--- src/rtl/irq_prio_ctrl.sv ---
module irq_prio_ctrl #(
  parameter int N_SRC       = 32,
  parameter int PRIO_W      = 8,
  parameter int AW          = 8,
  parameter int DW          = 32,
  parameter int SPI_BASE    = 32,
  parameter int SPURIOUS_ID = 1023,
  parameter int PRIO_BASE   = 64
) (
  input  logic             clk,
  input  logic             rst_n,
  input  logic [N_SRC-1:0] irq_in,
  input  logic             reg_wr,
  input  logic             reg_rd,
  input  logic [AW-1:0]    reg_addr,
  input  logic [DW-1:0]    reg_wdata,
  output logic [DW-1:0]    reg_rdata,
  output logic             irq_out
);
  localparam int IDX_W = $clog2(N_SRC);
  localparam logic [AW-1:0] A_CTRL  = AW'(0);
  localparam logic [AW-1:0] A_PMASK = AW'(1);
  localparam logic [AW-1:0] A_ACK   = AW'(2);
  localparam logic [AW-1:0] A_EOI   = AW'(3);
  localparam logic [AW-1:0] A_EN    = AW'(4);
  localparam logic [AW-1:0] A_TRIG  = AW'(5);

  logic              ctrl_en;
  logic [PRIO_W-1:0] pmask;
  logic [N_SRC-1:0]  en_q, trig_q, irq_q, edge_pend, active_q;
  logic [PRIO_W-1:0] prio_q [N_SRC];
  logic              best_valid_q;
  logic [IDX_W-1:0]  best_idx_q;
  logic [PRIO_W-1:0] best_prio_q;
  logic [DW-1:0]     rdata_q;

  wire [N_SRC-1:0] pend = (trig_q & edge_pend) | (~trig_q & irq_q);
  wire [N_SRC-1:0] cand = pend & en_q & ~active_q;

  logic              found;
  logic [IDX_W-1:0]  bidx;
  logic [PRIO_W-1:0] bprio;
  always_comb begin
    found = 1'b0;
    bidx  = '0;
    bprio = '1;
    for (int i = N_SRC - 1; i >= 0; i--) begin
      if (cand[i] && (!found || prio_q[i] <= bprio)) begin
        found = 1'b1;
        bidx  = IDX_W'(i);
        bprio = prio_q[i];
      end
    end
  end

  wire qualify = ctrl_en & best_valid_q & cand[best_idx_q] & (best_prio_q < pmask);
  wire ack     = reg_rd & (reg_addr == A_ACK);
  wire take    = ack & qualify;

  wire [DW-1:0]    eoi_off = reg_wdata - DW'(SPI_BASE);
  wire             eoi_in  = (reg_wdata >= DW'(SPI_BASE)) && (eoi_off < DW'(N_SRC));
  wire [IDX_W-1:0] eoi_idx = eoi_off[IDX_W-1:0];
  wire             eoi_hit = reg_wr && (reg_addr == A_EOI) && eoi_in && active_q[eoi_idx];

  wire [N_SRC-1:0] take_vec = take ? (N_SRC'(1) << best_idx_q) : '0;
  wire [N_SRC-1:0] eoi_vec  = eoi_hit ? (N_SRC'(1) << eoi_idx) : '0;

  wire [AW-1:0] prio_off = reg_addr - AW'(PRIO_BASE);
  wire          prio_wr  = reg_wr && (reg_addr >= AW'(PRIO_BASE)) && (prio_off < AW'(N_SRC));

  always_ff @(posedge clk) begin
    if (!rst_n) begin
      ctrl_en      <= 1'b0;
      pmask        <= '0;
      en_q         <= '0;
      trig_q       <= '0;
      irq_q        <= '0;
      edge_pend    <= '0;
      active_q     <= '0;
      best_valid_q <= 1'b0;
      best_idx_q   <= '0;
      best_prio_q  <= '0;
      rdata_q      <= '0;
      for (int i = 0; i < N_SRC; i++) prio_q[i] <= '0;
    end else begin
      irq_q     <= irq_in;
      edge_pend <= (edge_pend & ~take_vec) | (irq_in & ~irq_q & trig_q);
      active_q  <= (active_q & ~eoi_vec) | take_vec;
      best_valid_q <= found & ~take;
      best_idx_q   <= bidx;
      best_prio_q  <= bprio;
      if (ack)
        rdata_q <= take ? DW'(SPI_BASE) + DW'(best_idx_q) : DW'(SPURIOUS_ID);
      if (reg_wr) begin
        if (reg_addr == A_CTRL)  ctrl_en <= reg_wdata[0];
        if (reg_addr == A_PMASK) pmask   <= reg_wdata[PRIO_W-1:0];
        if (reg_addr == A_EN)    en_q    <= reg_wdata[N_SRC-1:0];
        if (reg_addr == A_TRIG)  trig_q  <= reg_wdata[N_SRC-1:0];
        if (prio_wr) prio_q[prio_off[IDX_W-1:0]] <= reg_wdata[PRIO_W-1:0];
      end
    end
  end

  assign irq_out   = qualify;
  assign reg_rdata = rdata_q;
endmodule

--- config.mk ---
export PLATFORM = sky130hd
export DESIGN_NAME = irq_prio_ctrl
export DESIGN_NICKNAME = d
export VERILOG_FILES = /design/src/rtl/irq_prio_ctrl.sv
export SDC_FILE = /design/constraint.sdc
export NUM_CORES = 2
export LEC_CHECK = 0
export ABC_AREA = 1
export BUFFER_PORTS_ARGS = -buffer_cell sky130_fd_sc_hd__buf_2
export CAP_MARGIN = 20
export CELL_PAD_IN_SITES_DETAIL_PLACEMENT = 1
export CELL_PAD_IN_SITES_GLOBAL_PLACEMENT = 2
export CORE_UTILIZATION = 38
export DETAILED_ROUTE_END_ITERATION = 6
export HOLD_SLACK_MARGIN = 0.08
export PLACE_DENSITY_LB_ADDON = 0.12
export SETUP_SLACK_MARGIN = 0.15
export SLEW_MARGIN = 10
export SYNTH_ARGS = -nofsm -noshare
export SYNTH_HDL_FRONTEND = slang
export SYNTH_SLANG_ARGS = --single-unit
export TNS_END_PERCENT = 100
--- constraint.sdc ---
create_clock -name clk -period 46.4 [get_ports clk]
set_clock_uncertainty 0.15 [all_clocks]
set_input_delay 13.92 -clock clk [delete_from_list [all_inputs] [get_ports clk]]
set_output_delay 13.92 -clock clk [all_outputs]
set_load 0.02 [all_outputs]
==> impl_results.md <==
* Total power at 945 uW
* Syn-to-layout area delta at 13.6%
* Sw frac at 24.6%
* CTS Root Cell: clkbuf_16
* Crit path DAT at 42.95 ns
* Cell Rows at 98
* Routed Antenna Nets at 0
* Worst Reg-to-Reg Cells at 282
* CTS tree: built
* Core Region at 0.0715 mm2
* Library cells used by synthesis at 58
* WP data required at 46.75 ns
* CTS H-tree depth at 2
* Max_cap viols at 0
* Mapped Cells at 3535
* Post-Layout Inst Area at 0.0312 mm2
* FF/Latch Area at 0.0115 mm2
* WHS Endpoint: reg_rdata[5]
* #FFs+latches synth at 446
* GPL Wtd Cong at roughly 0.9
* Share of cells above drive strength 1 at 10.7%
* Reg2reg end: best_idx_q[4]
* Clock Power Share at 46.2%
* Clock tree buffer depth at 3
* Mean area per synthesized cell at 7.78 um2
* Via count at 25100
* Port bufs at 86
* Sequential Power Share at 46.8%
* Worst-margin pin slew at 1.35 ns
* WL/cell at 21.8 um
* Total GRT Usage at 27.0%
* Final Cycle Share at just over 90%
* Synth warn at 0
* Crit path buf inv count at 15
* Top delay family on crit path: simple AND/OR/NAND/NOR gates
* Multi-input logic area at 0.0144 mm2
* Post-synth ARST share at 0%
* First-pass GRT wire length at 152000 um
* Hold Startpoint: reg_rdata[5]
* Worst setup EP type: flop
* Most used DFF post-synth: edfxtp_1
* CTS clock-pin slew for the worst setup and hold paths at 0.07 ns
* Worst skew pair latency at around 0.6 ns
* Max-slew violations at 0
* LEAKAGE at approximately 0.014 uW
* NumNets Final at 3932
* Grt total ovfl at 0
* Hold Path Class: reg -> reg
* Cell area after synthesis at between 0.02 and 0.03 mm2
* DRC viols at 0
* R2r startpoint: trig_q[31]
* Initial Util at 38.5%
* Total CTS buffers at 51
* Die Area at between 0.07 and 0.08 mm2
* Cell Area, Placed at 0.0289 mm2
* Number of enable flip-flop cells after synthesis at about 260
* Setup Total Neg Slack at 0 ns
* Fin util at 43.7%
* Worst-path fanout max at 19
* Clk sinks at 446
* DRT Wirelength at 101000 um
* Stages on worst setup path at 282
* Pint at 712 uW
* Logic pwr share at 7.0%
* DIE WIDTH at 271 um
* Fin. Hold Viols at 0
* CP startpoint kind: flop
* DRT Pass-1 Iters at 5
* Slowest cell on crit path: o21ai_0
* R2R Setup Slk at ~3.8 ns
* DR vias/cell at approximately 5.5
* Cell Pwr Density at ~30 mW/mm2
* Hold path cells at 2
* Vias in the first global route at ~26000
* Cell repeated most along the worst path: nand2_1
* Worst vdd ir at around 0.000023 V
* Crit path largest cell delay at 0.46 ns
* WS Path Type: reg -> reg
* Fin crit period at 42.59 ns
* Die Ht at 271 um
* Fmax at ~23 MHz
* Sequential area share after synthesis at a little over two fifths
* Count of final setup violators at 0
* Io pins at between 100 and 150
* Hold_buf cts at 0
* Initial antenna violation count at 7
* Fillers at 8655
* Largest net degree at the start of global routing at 81
* Status: complete, no violations
* Max_slew headroom at 8.43%
* Sw power at 233 uW
* Starting DRT DRC Count at 1536
* HPWL Detailed at between 70000 and 80000 um
-- sequential cells by signal, indices dropped and copies added (netlist names) --
register,flops
active_q,32
best_idx_q,5
best_prio_q,8
best_valid_q,1
ctrl_en,1
edge_pend,32
en_q,32
irq_q,32
pmask,8
prio_q,256
reg_rdata,7
trig_q,32
-- worst reg2reg max path: cells and delay by family (launching register included) --
family                   cells  cell delay [ns]
AO/OA/AOI/OAI               79            14.59
buffers and inverters       15             1.33
flip-flops                   1             0.37
AND/OR/NAND/NOR            157            16.77
adder cells (fa/ha/maj)     31             9.21
-- cells in the final DEF (no fill, tap or decap), types with 56 or more instances in the layout --
master and count:
nand4_1 108, o21ai_0 163, edfxtp_1 256, nor2_1 546, nand2_1 726, ha_1 235, buf_2 87, a211oi_1 90
inv_1 350, buf_4 56, dfxtp_1 190, o21ai_1 81, nand3_1 131, a21oi_1 141
-- synthesized netlist by cell type (all sizes together), types with 3 or more instances --
master	n	area share, %
a2111oi	3	0.096
a211oi	91	2.5
a21oi	141	2.6
a31oi	8	0.18
a41oi	14	0.47
and2	24	0.55
and3	3	0.068
buf	38	0.91
clkbuf	103	1.4
clkinv	3	0.041
dfxtp	190	14
edfxtp	256	28
ha	235	11
inv	389	5.3
nand2	789	11
nand3	132	2.4
nand3b	5	0.14
nand4	108	2.5
nor2	551	7.5
nor3	43	0.78
nor4	22	0.55
nor4b	12	0.38
o2111ai	3	0.096
o211ai	6	0.20
o21a	13	0.35
o21ai	270	4.9
o21bai	22	0.60
o22ai	16	0.36
or2	12	0.27
xor2	15	0.48
-- worst max path at each step --
stage / endpoint / start / slack (ns)
final: best_idx_q[4] / trig_q[31] / 3.81
after global routing: best_idx_q[4] / trig_q[31] / -0.07
after CTS: best_idx_q[4] / active_q[31] / 0.22
after detailed placement: best_idx_q[4] / active_q[31] / -1.54
after global placement: best_idx_q[4] / active_q[31] / -0.53
after floorplan: best_prio_q[5] / trig_q[31] / 5.81
-- kinds of logic (layout without fill, tap and decap cells) --
logic type | Yosys count | in the layout | share of synthesized area, %
and+or+nand+nor | 1702 | 1707 | 26.5
AOI/OAI and AO/OA | 603 | 604 | 12.9
DFF | 446 | 446 | 41.8
xor gates and xnor gates | 15 | 15 | 0.478
other | 1 | 26 | 0.0136
adders and majority gates | 235 | 235 | 10.7
buffers and inverters | 533 | 631 | 7.67
-- power groups by stage --
stage	Clock (uW)	Sequential [uW]	Combinational (uW)
floorplan	0	445	39.9
global placement	0	450	62.0
detailed placement	0	450	65.0
CTS	441	442	65.3
global route	455	444	72.4
finish	437	442	65.8
-- metal layers --
layer,vias up,share of wire [%],global-route usage (%)
met1,12300,45,34.9
met2,517,47,45.1
met3,202,4.9,4.13
met4,4,3.7,9.84
li1,12100,-,-
met5,-,0.16,1.45
-- repair_timing --
action                     CTS  global route
gates cloned                 1             7
gates resized for setup     44           125
buffers inserted             0            16
pin swaps                    0             7
hold endpoints to repair     0             0
setup endpoints to repair   13            13
-- metrics by stage --
step | hold WS (ns) | worst slack, ns | std cells
after floorplan | 0.289 | 5.81 | 3556
after global placement | 0.301 | -0.535 | 4491
after detailed placement | 0.306 | -1.54 | 4494
after CTS | 0.316 | 0.221 | 4587
after global routing | 0.339 | -0.0715 | 4611
final | 0.314 | 3.81 | 4614
-- cell type report --
cell class / instances / share of cell area, %
clock buffer: 71 / 4.79
sequential: 446 / 36.8
timing repair inverter: 2 / 0.0321
inverter: 392 / 4.76
timing repair buffer: 145 / 2.85
tap: 950 / 3.81
multi-input combinational: 2583 / 46.0
clock inverter: 21 / 0.970
antenna: 4 / 0.0321
No activity file was read; power rests on OpenSTA's default activity.
